## src/rtl/sgw_pkg.sv

```systemverilog
package sgw_pkg;

    typedef enum logic [2:0] {
        ST_IDLE,
        ST_EVAL,
        ST_FETCH_ADDR,
        ST_FETCH_SIZE,
        ST_MOVE,
        ST_FINISH
    } sgw_state_e;

    localparam int DESC_WORD_BYTES = 4;
    localparam int MAX_REGION      = 65536;

endpackage

```

## src/rtl/sgw_desc_decode.sv

```systemverilog
module sgw_desc_decode #(
    parameter int LEN_W = 17
) (
    input  logic [31:0]      size_word,
    output logic [LEN_W-1:0] region_len,
    output logic             last_entry
);
    import sgw_pkg::*;

    localparam logic [LEN_W-1:0] FULL_LEN = LEN_W'(MAX_REGION);

    logic [15:0] masked;
    logic        unused_bits;

    assign masked      = {size_word[15:1], 1'b0};
    assign unused_bits = ^{size_word[30:16], size_word[0]};

    always_comb begin
        if (masked == 16'd0) begin
            region_len = FULL_LEN;
        end else begin
            region_len = LEN_W'(masked);
        end
        last_entry = size_word[31];
    end

endmodule

```

## src/rtl/sgw_step_sel.sv

```systemverilog
module sgw_step_sel #(
    parameter int BUF_W = 20,
    parameter int LEN_W = 17
) (
    input  logic [BUF_W-1:0] buf_left,
    input  logic [LEN_W-1:0] reg_left,
    output logic [LEN_W-1:0] step
);
    localparam int CMP_W = (BUF_W > LEN_W) ? BUF_W : LEN_W;

    logic [CMP_W-1:0] buf_ext;
    logic [CMP_W-1:0] reg_ext;

    assign buf_ext = CMP_W'(buf_left);
    assign reg_ext = CMP_W'(reg_left);

    always_comb begin
        if (buf_ext < reg_ext) begin
            step = LEN_W'(buf_ext);
        end else begin
            step = reg_left;
        end
    end

endmodule

```

## src/rtl/sgw_guard.sv

```systemverilog
module sgw_guard #(
    parameter int ADDR_W = 32,
    parameter int SPAN   = 4096
) (
    input  logic [ADDR_W-1:0] ptr,
    input  logic [ADDR_W-1:0] base,
    output logic              expired
);
    localparam logic [ADDR_W-1:0] SPAN_V = ADDR_W'(SPAN);

    logic [ADDR_W-1:0] offset;

    assign offset  = ptr - base;
    assign expired = (offset >= SPAN_V);

endmodule

```

## src/rtl/sg_walker.sv

```systemverilog
module sg_walker #(
    parameter int ADDR_W    = 32,
    parameter int BUF_W     = 20,
    parameter int LEN_W     = 17,
    parameter int PAGE_SPAN = 4096
) (
    input  logic              clk,
    input  logic              rst_n,
    input  logic              start_i,
    input  logic [ADDR_W-1:0] table_base_i,
    input  logic [BUF_W-1:0]  buf_len_i,
    input  logic              to_mem_i,
    output logic              mem_req_o,
    output logic              mem_we_o,
    output logic [ADDR_W-1:0] mem_addr_o,
    output logic [LEN_W-1:0]  mem_len_o,
    input  logic              mem_ack_i,
    input  logic [31:0]       mem_rdata_i,
    output logic              busy_o,
    output logic              done_o,
    output logic              incomplete_o,
    output logic [BUF_W-1:0]  buf_idx_o
);
    import sgw_pkg::*;

    localparam logic [ADDR_W-1:0] WORD_STEP = ADDR_W'(DESC_WORD_BYTES);
    localparam logic [LEN_W-1:0]  WORD_LEN  = LEN_W'(DESC_WORD_BYTES);

    sgw_state_e state_q, state_d;

    logic [ADDR_W-1:0] base_q;
    logic [ADDR_W-1:0] ptr_q;
    logic [ADDR_W-1:0] reg_addr_q;
    logic [LEN_W-1:0]  reg_left_q;
    logic              last_q;
    logic [BUF_W-1:0]  buf_left_q;
    logic [BUF_W-1:0]  idx_q;
    logic              dir_q;
    logic              incomplete_q;

    logic [LEN_W-1:0]  dec_len;
    logic              dec_last;
    logic [LEN_W-1:0]  step;
    logic              page_out;
    logic              buf_empty;
    logic              region_empty;
    logic              table_end;

    sgw_desc_decode #(.LEN_W(LEN_W)) u_decode (
        .size_word  (mem_rdata_i),
        .region_len (dec_len),
        .last_entry (dec_last)
    );

    sgw_step_sel #(.BUF_W(BUF_W), .LEN_W(LEN_W)) u_step (
        .buf_left (buf_left_q),
        .reg_left (reg_left_q),
        .step     (step)
    );

    sgw_guard #(.ADDR_W(ADDR_W), .SPAN(PAGE_SPAN)) u_guard (
        .ptr     (ptr_q),
        .base    (base_q),
        .expired (page_out)
    );

    assign buf_empty    = (buf_left_q == '0);
    assign region_empty = (reg_left_q == '0);
    assign table_end    = last_q || page_out;

    // Next-state selection
    always_comb begin
        state_d = state_q;
        unique case (state_q)
            ST_IDLE: begin
                if (start_i) state_d = ST_EVAL;
            end
            ST_EVAL: begin
                if (buf_empty) begin
                    state_d = ST_FINISH;
                end else if (region_empty) begin
                    state_d = table_end ? ST_FINISH : ST_FETCH_ADDR;
                end else begin
                    state_d = ST_MOVE;
                end
            end
            ST_FETCH_ADDR: begin
                if (mem_ack_i) state_d = ST_FETCH_SIZE;
            end
            ST_FETCH_SIZE: begin
                if (mem_ack_i) state_d = ST_EVAL;
            end
            ST_MOVE: begin
                if (mem_ack_i) state_d = ST_EVAL;
            end
            ST_FINISH: begin
                state_d = ST_IDLE;
            end
            default: state_d = ST_IDLE;
        endcase
    end

    // State register
    always_ff @(posedge clk or negedge rst_n) begin
        if (!rst_n) begin
            state_q <= ST_IDLE;
        end else begin
            state_q <= state_d;
        end
    end

    // Walk datapath
    always_ff @(posedge clk or negedge rst_n) begin
        if (!rst_n) begin
            base_q       <= '0;
            ptr_q        <= '0;
            reg_addr_q   <= '0;
            reg_left_q   <= '0;
            last_q       <= 1'b0;
            buf_left_q   <= '0;
            idx_q        <= '0;
            dir_q        <= 1'b0;
            incomplete_q <= 1'b0;
        end else begin
            unique case (state_q)
                ST_IDLE: begin
                    if (start_i) begin
                        base_q       <= {table_base_i[ADDR_W-1:2], 2'b00};
                        ptr_q        <= {table_base_i[ADDR_W-1:2], 2'b00};
                        reg_addr_q   <= '0;
                        reg_left_q   <= '0;
                        last_q       <= 1'b0;
                        buf_left_q   <= buf_len_i;
                        idx_q        <= '0;
                        dir_q        <= to_mem_i;
                        incomplete_q <= 1'b0;
                    end
                end
                ST_EVAL: begin
                    if (!buf_empty && region_empty && table_end) begin
                        incomplete_q <= 1'b1;
                    end
                end
                ST_FETCH_ADDR: begin
                    if (mem_ack_i) begin
                        reg_addr_q <= mem_rdata_i[ADDR_W-1:0];
                        ptr_q      <= ptr_q + WORD_STEP;
                    end
                end
                ST_FETCH_SIZE: begin
                    if (mem_ack_i) begin
                        reg_left_q <= dec_len;
                        last_q     <= dec_last;
                        ptr_q      <= ptr_q + WORD_STEP;
                    end
                end
                ST_MOVE: begin
                    if (mem_ack_i) begin
                        reg_addr_q <= reg_addr_q + ADDR_W'(step);
                        reg_left_q <= reg_left_q - step;
                        buf_left_q <= buf_left_q - BUF_W'(step);
                        idx_q      <= idx_q + BUF_W'(step);
                    end
                end
                ST_FINISH: begin
                end
                default: begin
                end
            endcase
        end
    end

    // Outputs
    always_comb begin
        mem_req_o  = 1'b0;
        mem_we_o   = 1'b0;
        mem_addr_o = '0;
        mem_len_o  = '0;
        done_o     = 1'b0;
        unique case (state_q)
            ST_IDLE: begin
            end
            ST_EVAL: begin
            end
            ST_FETCH_ADDR, ST_FETCH_SIZE: begin
                mem_req_o  = 1'b1;
                mem_addr_o = ptr_q;
                mem_len_o  = WORD_LEN;
            end
            ST_MOVE: begin
                mem_req_o  = 1'b1;
                mem_we_o   = dir_q;
                mem_addr_o = reg_addr_q;
                mem_len_o  = step;
            end
            ST_FINISH: begin
                done_o = 1'b1;
            end
            default: begin
            end
        endcase
        busy_o       = (state_q != ST_IDLE);
        incomplete_o = incomplete_q;
        buf_idx_o    = idx_q;
    end

endmodule

```

## config.mk

```make
export PLATFORM = sky130hd
export DESIGN_NAME = sg_walker
export DESIGN_NICKNAME = d
export VERILOG_FILES = /design/src/rtl/sgw_pkg.sv /design/src/rtl/sgw_desc_decode.sv /design/src/rtl/sgw_step_sel.sv /design/src/rtl/sgw_guard.sv /design/src/rtl/sg_walker.sv
export SDC_FILE = /design/constraint.sdc
export NUM_CORES = 1
export LEC_CHECK = 0
export BUFFER_PORTS_ARGS = -buffer_cell sky130_fd_sc_hd__buf_2
export CAP_MARGIN = 20
export CORE_MARGIN = 8
export CORE_UTILIZATION = 45
export CTS_CLUSTER_DIAMETER = 40
export DETAILED_ROUTE_END_ITERATION = 7
export PLACE_DENSITY_LB_ADDON = 0.25
export SYNTH_ARGS = -nofsm -noshare
export SYNTH_HDL_FRONTEND = slang
export SYNTH_SLANG_ARGS = --single-unit
```

## constraint.sdc

```tcl
create_clock -name clk -period 6.3 [get_ports clk]
set_input_delay 0.945 -clock clk [delete_from_list [all_inputs] [get_ports clk]]
set_output_delay 0.945 -clock clk [all_outputs]
set_load 0.1 [all_outputs]
```

Word-level counts from Yosys, hierarchy flattened
Cells that the tools add are included.
{"block": "op_classes", "addsub": 6, "n_bitwise": 0, "muxes": 36, "n_eq_ne": 12, "shift": 0, "magnitude_cmp": 2, "reduce_logical": 26, "mul": 0, "n_div": 0}
{"cell": "two-way mux 32 bit", "count": 5}
{"cell": "one-hot mux 32 bit (2 select lines)", "count": 2}
{"cell": "one-hot mux 32 bit (3 select lines)", "count": 1}
{"cell": "two-way mux 17 bit", "count": 5}
{"cell": "two-way mux 20 bit", "count": 4}
{"cell": "one-hot mux 20 bit (2 select lines)", "count": 2}
{"cell": "one-hot mux 17 bit (3 select lines)", "count": 1}
{"cell": "one-hot mux 17 bit (2 select lines)", "count": 1}
{"cell": "adder 32 x 17 -> 32 bit", "count": 1}
{"cell": "adder 32 x 3 -> 32 bit (second input constant)", "count": 1}
{"cell": ">= comparator 32 x 13 -> 1 bit (second input constant)", "count": 1}
{"cell": "subtractor 32 bit", "count": 1}
{"cell": "adder 20 x 17 -> 20 bit", "count": 1}
{"cell": "logical NOT 20 bit", "count": 1}
{"cell": "less-than comparator 20 x 17 -> 1 bit", "count": 1}
{"cell": "subtractor 20 x 17 -> 20 bit", "count": 1}
{"cell": "two-way mux 3 bit", "count": 6}
{"cell": "logical NOT 17 bit", "count": 1}
{"cell": "subtractor 17 bit", "count": 1}
{"cell": "logical NOT 16 bit", "count": 1}
{"cell": "AND reduction 3 bit", "count": 5}
{"cell": "one-hot mux 3 bit (4 select lines)", "count": 1}
{"cell": "!= test 2 bit (second input constant)", "count": 5}
{"cell": "nonzero test 3 bit", "count": 3}
{"cell": "15 further kinds", "count": 30}
{"block": "word_totals", "ram_bits": 0, "in_bits": 89, "word_cells": 92, "romBits": 0, "n_memories": 0, "out_inout_bits": 74, "latch_bits": 0, "reg_bits": 157}

Logic depth before layout (Yosys ltp)
Gate-level depths: netlist of run 1.
{"block": "logic_depth", "ltp_word": 7, "ltp_mapped": 22, "depth_no_buf": 22}

Hierarchy
Synthesis of run 1 repeated with hierarchy kept, for this count alone.
{"block": "unflattened", "cells_unflattened": 1796, "hier_area_um2": 13987.2}
{"module": "sg_walker", "n_inst": 1, "cells_per_inst": 1416, "seq_area_each_um2": 3878.7, "area_each_um2": 11324.6}
{"module": "sgw_guard", "n_inst": 1, "cells_per_inst": 281, "seq_area_each_um2": 0.0, "area_each_um2": 1906.8}
{"module": "sgw_step_sel", "n_inst": 1, "cells_per_inst": 76, "seq_area_each_um2": 0.0, "area_each_um2": 648.1}
{"module": "sgw_desc_decode", "n_inst": 1, "cells_per_inst": 23, "seq_area_each_um2": 0.0, "area_each_um2": 107.6}

Worst setup path before layout of run 1
No wires, ideal clock.
{"block": "synth_timing", "kind": "register to output", "startpoint": "register reg_left_q[5]", "endpoint": "output mem_len_o[2]", "required_ns": 5.355, "n_path_buf": 0, "setup_slack_ns": 1.421, "stages_incl_launch_ff": 11, "t_arrival_ns": 3.934, "path_cell_list": "dfrtp_1 > inv_1 > ha_1 > a21o_1 > a21o_1 > a211oi_1 > o21a_1 > o2111ai_1 > nand2_1 > a21oi_1 > o21ai_0"}
{"block": "synth_between", "elab_chain_len": 3}
{"element": "start, declared", "line": "sg_walker.sv:34", "text": "logic [LEN_W-1:0] reg_left_q;"}
{"element": "start signal, assigned", "line": "sg_walker.sv:152", "text": "reg_left_q <= dec_len;"}
{"element": "start signal, assigned", "line": "sg_walker.sv:160", "text": "reg_left_q <= reg_left_q - step;"}
{"element": "less-than comparator 20 x 17 -> 1 bit", "line": "sgw_step_sel.sv:18", "text": "if (buf_ext < reg_ext) begin"}
{"element": "two-way mux 17 bit", "line": "sgw_step_sel.sv:18"}
{"element": "one-hot mux 17 bit (2 select lines)", "line": "sg_walker.sv:180", "text": "unique case (state_q)"}
{"element": "end, declared", "line": "sg_walker.sv:16", "text": "output logic [LEN_W-1:0] mem_len_o,"}
No other way between the ends.

Worst setup path after layout of run 1
{"block": "layout_timing", "startpoint": "register reg_left_q[5]", "endpoint": "register reg_addr_q[16]"}
{"block": "layout_between", "elab_chain_len": 5}
{"element": "less-than comparator 20 x 17 -> 1 bit", "line": "sgw_step_sel.sv:18"}
{"element": "two-way mux 17 bit (*)", "line": "sgw_step_sel.sv:18"}
{"element": "adder 32 x 17 -> 32 bit (*)", "line": "sg_walker.sv:159", "text": "reg_addr_q <= reg_addr_q + ADDR_W'(step);"}
{"element": "two-way mux 32 bit (*)", "line": "sg_walker.sv:158", "text": "if (mem_ack_i) begin"}
{"element": "one-hot mux 32 bit (3 select lines) (*)", "line": "sg_walker.sv:125", "text": "unique case (state_q)"}
{"element": "end signal, assigned", "line": "sg_walker.sv:146", "text": "reg_addr_q <= mem_rdata_i[ADDR_W-1:0];"}
{"element": "end signal, assigned", "line": "sg_walker.sv:159"}
{"element": "end, declared", "line": "sg_walker.sv:33", "text": "logic [ADDR_W-1:0] reg_addr_q;"}
Every way passes the cells marked *; elsewhere a longest branch is shown, timed or not. The select of a mux whose other input is x is not followed.
A chain may end at the register's enable or synchronous reset.

==> results of run 1 <==
==> flip-flops by register name, summed over array words and instances, names as in the netlist, 3 cells and up <==
signal      flops
state_q         3
ptr_q          30
reg_addr_q     32
buf_left_q     20
buf_idx_o      20
base_q         30
reg_left_q     17
==> how the worst min path moves through the flow <==
stage,startpoint,end,depth (start not counted)
3_5_place_dp,dir_q,dir_q,2
2_1_floorplan,dir_q,dir_q,2
3_3_place_gp,dir_q,dir_q,2
5_1_grt,rst_n,buf_left_q[4],1
6_report,rst_n,buf_left_q[7],1
4_1_cts,rst_n,buf_left_q[7],1
==> synth_stat cells, drive strengths merged, types with 5 or more instances <==
cell	n	area [sq um]
nand2	177	664.4
a21oi	162	810.8
o21ai	159	795.8
nor2	157	589.3
dfrtp	155	3879
ha	113	1414
inv	107	401.6
clkbuf	64	240.2
nand3	42	210.2
xnor2	38	332.8
a21o	31	232.7
nor3	31	155.2
and3	30	187.7
a221oi	28	245.2
o22ai	22	137.6
xor2	21	183.9
a22o	19	166.4
nand2b	19	118.9
a211oi	18	140.1
nand4	17	106.4
buf	16	63.81
nor4	16	106.4
a22oi	15	112.6
nor2b	14	87.58
o21a	14	106.4
or3	14	87.58
o31ai	13	97.59
a31oi	12	75.07
a211o	11	96.34
o21bai	11	82.58
and2	10	63.81
o211ai	10	75.07
or2	10	62.56
o2111ai	8	70.07
o31a	7	61.31
a2111oi	6	52.55
nand3b	6	45.04
o311ai	6	52.55
or4	6	45.04
a31o	5	43.79
fa	5	100.1
mux2i	5	50.05
nor3b	5	37.54
o41ai	5	43.79
==> per-layer routing <==
| metal | share of wire | global-route usage |
|---|---|---|
| met1 | 0.44 | 0.3320 |
| met2 | 0.46 | 0.3991 |
| met3 | 0.070 | 0.03169 |
| met4 | 0.031 | 0.09285 |
| met5 | 0 | 0 |
==> worst max-delay path, cell delays in order (launching register included) <==
cell and delay [ns]:
dfrtp_1 0.40, inv_1 0.11, ha_1 0.32, a21o_1 0.16
a21o_1 0.17, a211oi_1 0.24, o21a_1 0.18, o2111ai_1 0.12
nand2_1 0.10, buf_4 0.21, nor2_1 0.07, a21oi_1 0.59
inv_1 0.25, ha_1 0.30, or3_1 0.37, a211oi_1 0.41
nor3_1 0.15, nor3_1 0.30, o21bai_1 0.14, a2111oi_0 0.54
o31ai_1 0.14
==> per-stage QoR <==
stage	worst slack (ns)	cells	hold WS, ns
CTS	0.9841	2208	0.3576
floorplan	1.421	1684	0.4379
finish	0.9028	2211	0.3672
global placement	1.077	2176	0.4558
global route	0.6382	2211	0.3767
detailed placement	1.015	2176	0.4691
==> cell type report <==
type,instances,area share
timing repair buffer,190,0.07098
inverter,107,0.02677
antenna,1,0.0001668
clock inverter,12,0.009175
clock buffer,20,0.02978
sequential,155,0.2586
multi-input combinational,1342,0.5725
tap,384,0.03203
==> cells by family after synthesis <==
family	after synthesis	share of synthesized area
compound gates	595	0.2893
simple gates	565	0.2037
buf+inv	187	0.05368
flops	155	0.2951
fa+ha+maj	118	0.1152
xor+xnor	59	0.03931
mux	5	0.003808
==> summary.log, run 1 <==
[setup_path] data required time at the worst endpoint 6.60 ns
[timing] fin. max-slew vios 0
[clock_tree] Inserted Clock Buffers 17
[clock_tree] number of buffers on the longest clock path 2
[synthesis] number of enable flip-flop cells after synthesis 0
[timing] time the worst path needs with I/O delays and setup 5.397 ns
[place] dpl cell area 0.01438 sq mm
[clock_tree] Resize count post-CTS 0
[routing] post-DR vias/cell 6.170
[die] area of the die 0.03494 sq mm
[global_route] via count of the first global-routing pass 13088
[timing] highest clock rate 185.3 MHz
[synthesis] Synthesized Nets 1891
[setup_path] sort of element at the end of the critical path register
[setup_path] register-to-register path setup slack 0.90 ns
[setup_path] startpoint of the worst register-to-register path reg_left_q[5]
[synthesis] Gate Count Post-Synth 1684
[routing] TritonRoute pass-1 iters 7
[die] std cell rows 62
[clock_tree] cell at the root of the clock tree clkbuf_16
[die] die extent in x 186.9 um
[routing] final wirelength 44180 um
[routing] WL per Instance 19.98 um
[setup_path] reg-to-reg endpoint reg_addr_q[16]
[synthesis] netlist area before placement 0.01315 sq mm
[timing] Clock Skew 0.01713 ns
[timing] tightest slew margin relative to the limit 0.3514
[setup_path] count of cells along the worst register-to-register path 20
[setup_path] capture point of the critical path reg_addr_q[16]
[place] estimated wirelength of the detail-placed design 33320 um
[cells_and_area] most frequent cells in the layout nand2_1 (176), a21oi_1 (161), buf_2 (159)
[outcome] status finished, final reports clean
[cells_and_area] Net count, final 2020
[setup_path] startpoint type of the worst setup path register
[die] Die Y 186.9 um
[clock_tree] maximum level of the CTS H-tree 4
[timing] unrepaired setup endpoints after global routing false
[global_route] wire length of the first global-routing pass 70730 um
[die] Ports 163
[setup_path] data arrival time of the worst path 5.70 ns
[die] effective utilization at floorplan 0.4580
[timing] final cycle utilization of the critical path 0.8567
[place] placer's final routability congestion estimate 0.9378
[hold_path] class of the most critical hold timing path input pin to async pin
[synthesis] average cell area after synthesis 7.806 sq um
[run] number of max-cap violations 0
[cells_and_area] footprint of the multi-input gates 0.008588 sq mm
[global_route] grt total ovfl 0
[clock_tree] clock tree from TritonCTS done
[timing] Worst Tran Pin Value 0.9706 ns
[timing] number of setup violations in the final report 0
[setup_path] highest fanout seen on the critical path 18
[cells_and_area] post-layout instance area 0.01500 sq mm
[global_route] global-route total usage across every layer 0.2466
[synthesis] count of synthesis-stage warnings from yosys 0
[timing] Sum Neg Setup Slack 0 ns
[routing] number of nets still failing antenna checks after routing 0
[clock_tree] CTS clock-pin slew for the worst setup and hold paths 0.08 ns
[routing] starting DRC count in detailed routing 1183
[setup_path] beginning of the critical path reg_left_q[5]
[synthesis] unique cell type count in the Yosys netlist 77
[cells_and_area] Finished Core Util 0.5226
[clock_tree] Post-CTS Setup Inserts 0
[clock_tree] Num Clock Sinks 155
[synthesis] main flop type after synthesis dfrtp_1
[timing] total count of hold-check failures in the final report 0
[cells_and_area] most common library cell in the layout ignoring fill and taps nand2_1
[clock_tree] Post-CTS Hold Buffers 0
[routing] DRC errors left 0
[cells_and_area] share of final-layout standard cells stronger than drive strength 1 0.1358
[cells_and_area] # fillers 2847
[synthesis] #FFs+latches synth 155
[synthesis] portion of the post-synthesis area used by sequential elements 0.2951
[place] Buffers on Ports 160
[cells_and_area] register cell area after layout 0.003879 sq mm
[clock_tree] later-pin clock latency in the skew report 0.44 ns
[cells_and_area] area added between synthesis and finish 14.12%
[global_route] maximum number of pins on one net before global-route repair 75
[die] area of the core 0.02870 sq mm
[routing] via count 13642
[global_route] antenna violations before repair 4
[synthesis] post-synthesis async set-or-reset flop share 1.000
[setup_path] critical path class register to register
Power of run 1 is left out: the tool's default activity adds up to more than one toggle a clock period on the data nets, which glitch-free logic cannot reach.
==> run 2, diff against run 1 <==
--- a/config.mk
+++ b/config.mk
@@ -9,6 +9,7 @@
 export CAP_MARGIN = 20
 export CORE_MARGIN = 8
 export CORE_UTILIZATION = 45
+export CTS_BUF_LIST = sky130_fd_sc_hd__clkbuf_4 sky130_fd_sc_hd__clkbuf_8
 export CTS_CLUSTER_DIAMETER = 40
 export DETAILED_ROUTE_END_ITERATION = 7
 export PLACE_DENSITY_LB_ADDON = 0.25
==> run 2 against run 1 <==
Global-route usage fell by 0.16 points. Worst hold slack got worse by 0.058 ns. Die area is the same. Via count shrank 0.43%. Sequential cell count did not move. Sequential share of layout area up 0.32 points.
==> summary.log, run 2 (synthesis gave the netlist of run 1 again) <==
[timing] Worst Tran Pin Value 0.9705 ns [-0.00004399 ns]
[global_route] grt total ovfl 0 [unchanged]
[setup_path] cell with the largest stage delay on the worst path a21oi_1
[routing] via count 13584 [-0.43%]
[die] area of the core 0.02870 sq mm [unchanged]
[cells_and_area] Finished Core Util 0.5162 [-0.006408]
[timing] highest clock rate 187.0 MHz [+0.93%]
[clock_tree] Post-CTS Hold Buffers 0 [unchanged]
[place] placer's final routability congestion estimate 0.9378 [unchanged]
[setup_path] startpoint type of the worst setup path register
[clock_tree] cell at the root of the clock tree clkbuf_8
[routing] post-DR vias/cell 6.144 [-0.43%]
[outcome] status finished, final reports clean
[timing] unrepaired setup endpoints after global routing false
[die] Die Y 186.9 um [unchanged]
[die] area of the die 0.03494 sq mm [unchanged]
[setup_path] data required time at the worst endpoint 6.67 ns [+0.07 ns]
[clock_tree] CTS clock-pin slew for the worst setup and hold paths 0.11 ns [+0.03 ns]
[global_route] wire length of the first global-routing pass 70250 um [-0.68%]
[clock_tree] later-pin clock latency in the skew report 0.49 ns [+0.05 ns]
[setup_path] Crit path largest cell delay 0.59 ns [about the same]
[place] estimated wirelength of the detail-placed design 33320 um [unchanged]
[die] std cell rows 62 [unchanged]
[timing] Clock Skew 0.02572 ns [+0.008585 ns]
[global_route] via count of the first global-routing pass 12986 [-0.78%]
[clock_tree] maximum level of the CTS H-tree 4 [unchanged]
[routing] TritonRoute pass-1 iters 6 [-1]
[place] pre-CTS setup slack 1.015 ns [unchanged]
[timing] total count of hold-check failures in the final report 0 [unchanged]
[setup_path] worst-path cell chain inv_1 -> ha_1 -> a21o_1 -> a21o_1 -> a211oi_1 -> o21a_1 -> o2111ai_1 -> nand2_1 -> buf_4 -> nor2_1 -> a21oi_1 -> inv_1 -> ha_1 -> or3_1 -> a211oi_1 -> nor3_1 -> nor3_1 -> nor3_1 -> and3_1 -> a211o_1 -> o311ai_0
[timing] time the worst path needs with I/O delays and setup 5.347 ns [-0.04991 ns]
[clock_tree] Num Clock Sinks 155 [unchanged]
[cells_and_area] Most flops, register reg_addr_q
[routing] DRC errors left 0 [unchanged]
[cells_and_area] most common library cell in the layout ignoring fill and taps nand2_1
[clock_tree] number of buffers on the longest clock path 2 [unchanged]
[timing] Sum Neg Setup Slack 0 ns [unchanged]
[setup_path] WP buf/inv 3 [unchanged]
[clock_tree] Resize count post-CTS 0 [unchanged]
[routing] WL per Instance 19.85 um [-0.66%]
[hold_path] class of the most critical hold timing path input pin to async pin
[setup_path] highest fanout seen on the critical path 18 [unchanged]
[die] effective utilization at floorplan 0.4580 [unchanged]
[routing] final wirelength 43890 um [-0.66%]
[place] # placed instances 2176 [unchanged]
[timing] final cycle utilization of the critical path 0.8488 [-0.007922]
[setup_path] critical path's top delay family compound AO/OA/AOI/OAI gates
[routing] number of nets still failing antenna checks after routing 0 [unchanged]
[place] Buffers on Ports 160 [unchanged]
[clock_tree] Inserted Clock Buffers 17 [unchanged]
[cells_and_area] Net count, final 2020 [unchanged]
[global_route] antenna violations before repair 2 [-2]
[timing] fin. max-slew vios 0 [unchanged]
[run] number of max-cap violations 0 [unchanged]
[timing] number of setup violations in the final report 0 [unchanged]
[global_route] maximum number of pins on one net before global-route repair 75 [unchanged]
[routing] starting DRC count in detailed routing 1137 [-3.9%]
[die] Ports 163 [unchanged]
[cells_and_area] flip-flop count of the largest register, all copies and words added 32 [unchanged]
[setup_path] critical path class register to register
[setup_path] most repeated library cell on the critical path nor3_1
[cells_and_area] registers with the highest flip-flop counts reg_addr_q: 32 flops, base_q: 30 flops, ptr_q: 30 flops
[clock_tree] Post-CTS Setup Inserts 0 [unchanged]
[cells_and_area] most frequent cells in the layout nand2_1 (176), a21oi_1 (161), buf_2 (159)
[die] die extent in x 186.9 um [unchanged]
[timing] final setup slack of the worst path 0.9527 ns [+0.04991 ns]
[setup_path] sort of element at the end of the critical path register
[setup_path] data arrival time of the worst path 5.72 ns [+0.02 ns]
[clock_tree] clock tree from TritonCTS done
[timing] tightest slew margin relative to the limit 0.3515 [about the same]
[cells_and_area] share of final-layout standard cells stronger than drive strength 1 0.1369 [+0.001095]
[cells_and_area] final cell count without fillers 2211 [unchanged]
[global_route] global-route total usage across every layer 0.2451 [-0.001578]
[cells_and_area] area added between synthesis and finish 12.72%
## run 2: cell counts in the layout (fill, tap and decap cells not counted)
Identical to the previous run, type by type.
## run 2: final timing paths
path / slack [ns] / end / startpoint / depth (start not counted)
max: 0.95 / reg_addr_q[30] / reg_left_q[5] / 21
min: 0.31 / buf_left_q[7] / rst_n / 1
max reg2reg: 0.95 / reg_addr_q[30] / reg_left_q[5] / 21
min reg2reg: 0.49 / dir_q / dir_q / 2
max in group asynchronous: 4.79 / base_q[26] / rst_n / 2
min in group clk: 0.49 / dir_q / dir_q / 2
## run 2: metal layers
layer  share of wire  vias to the layer above  wire length (um)  GRT usage
li1                -                     6427                 -          -
met1            0.44                     6544             19450     0.3281
met2            0.46                      532             20300     0.3977
met3           0.065                       81              2834    0.03318
met4           0.030                        0              1311    0.09163
met5               0                        -                 0          0
## run 2: final cells by class
cell class / instances / area [sq um]
inverters: 107 / 401.6
well taps: 384 / 480.5
flip-flops and latches: 155 / 3879
fillers: 2865 / 13890
clock buffers: 20 / 262.8
repair buffers: 190 / 1065
clock inverters: 12 / 137.6
multi-input cells: 1342 / 8588
diodes: 1 / 2.502
## run 2: worst register-to-register path: stages, from the launching register on
cell and delay [ns]:
dfrtp_1 0.40, inv_1 0.11, ha_1 0.33, a21o_1 0.16, a21o_1 0.17, a211oi_1 0.24, o21a_1 0.17, o2111ai_1 0.12
nand2_1 0.10, buf_4 0.22, nor2_1 0.07, a21oi_1 0.59, inv_1 0.26, ha_1 0.30, or3_1 0.37, a211oi_1 0.39
nor3_1 0.15, nor3_1 0.31, nor3_1 0.16, and3_1 0.26, a211o_1 0.29, o311ai_0 0.09
## run 2: through the flow
step	hold WS (ns)	cell area, sq um
finish	0.3090	14820
global route	0.3141	14820
CTS	0.2976	14780
detailed placement	0.4691	14380
global placement	0.4558	14380
floorplan	0.4379	13150
Power of run 2 is left out for the same reason.
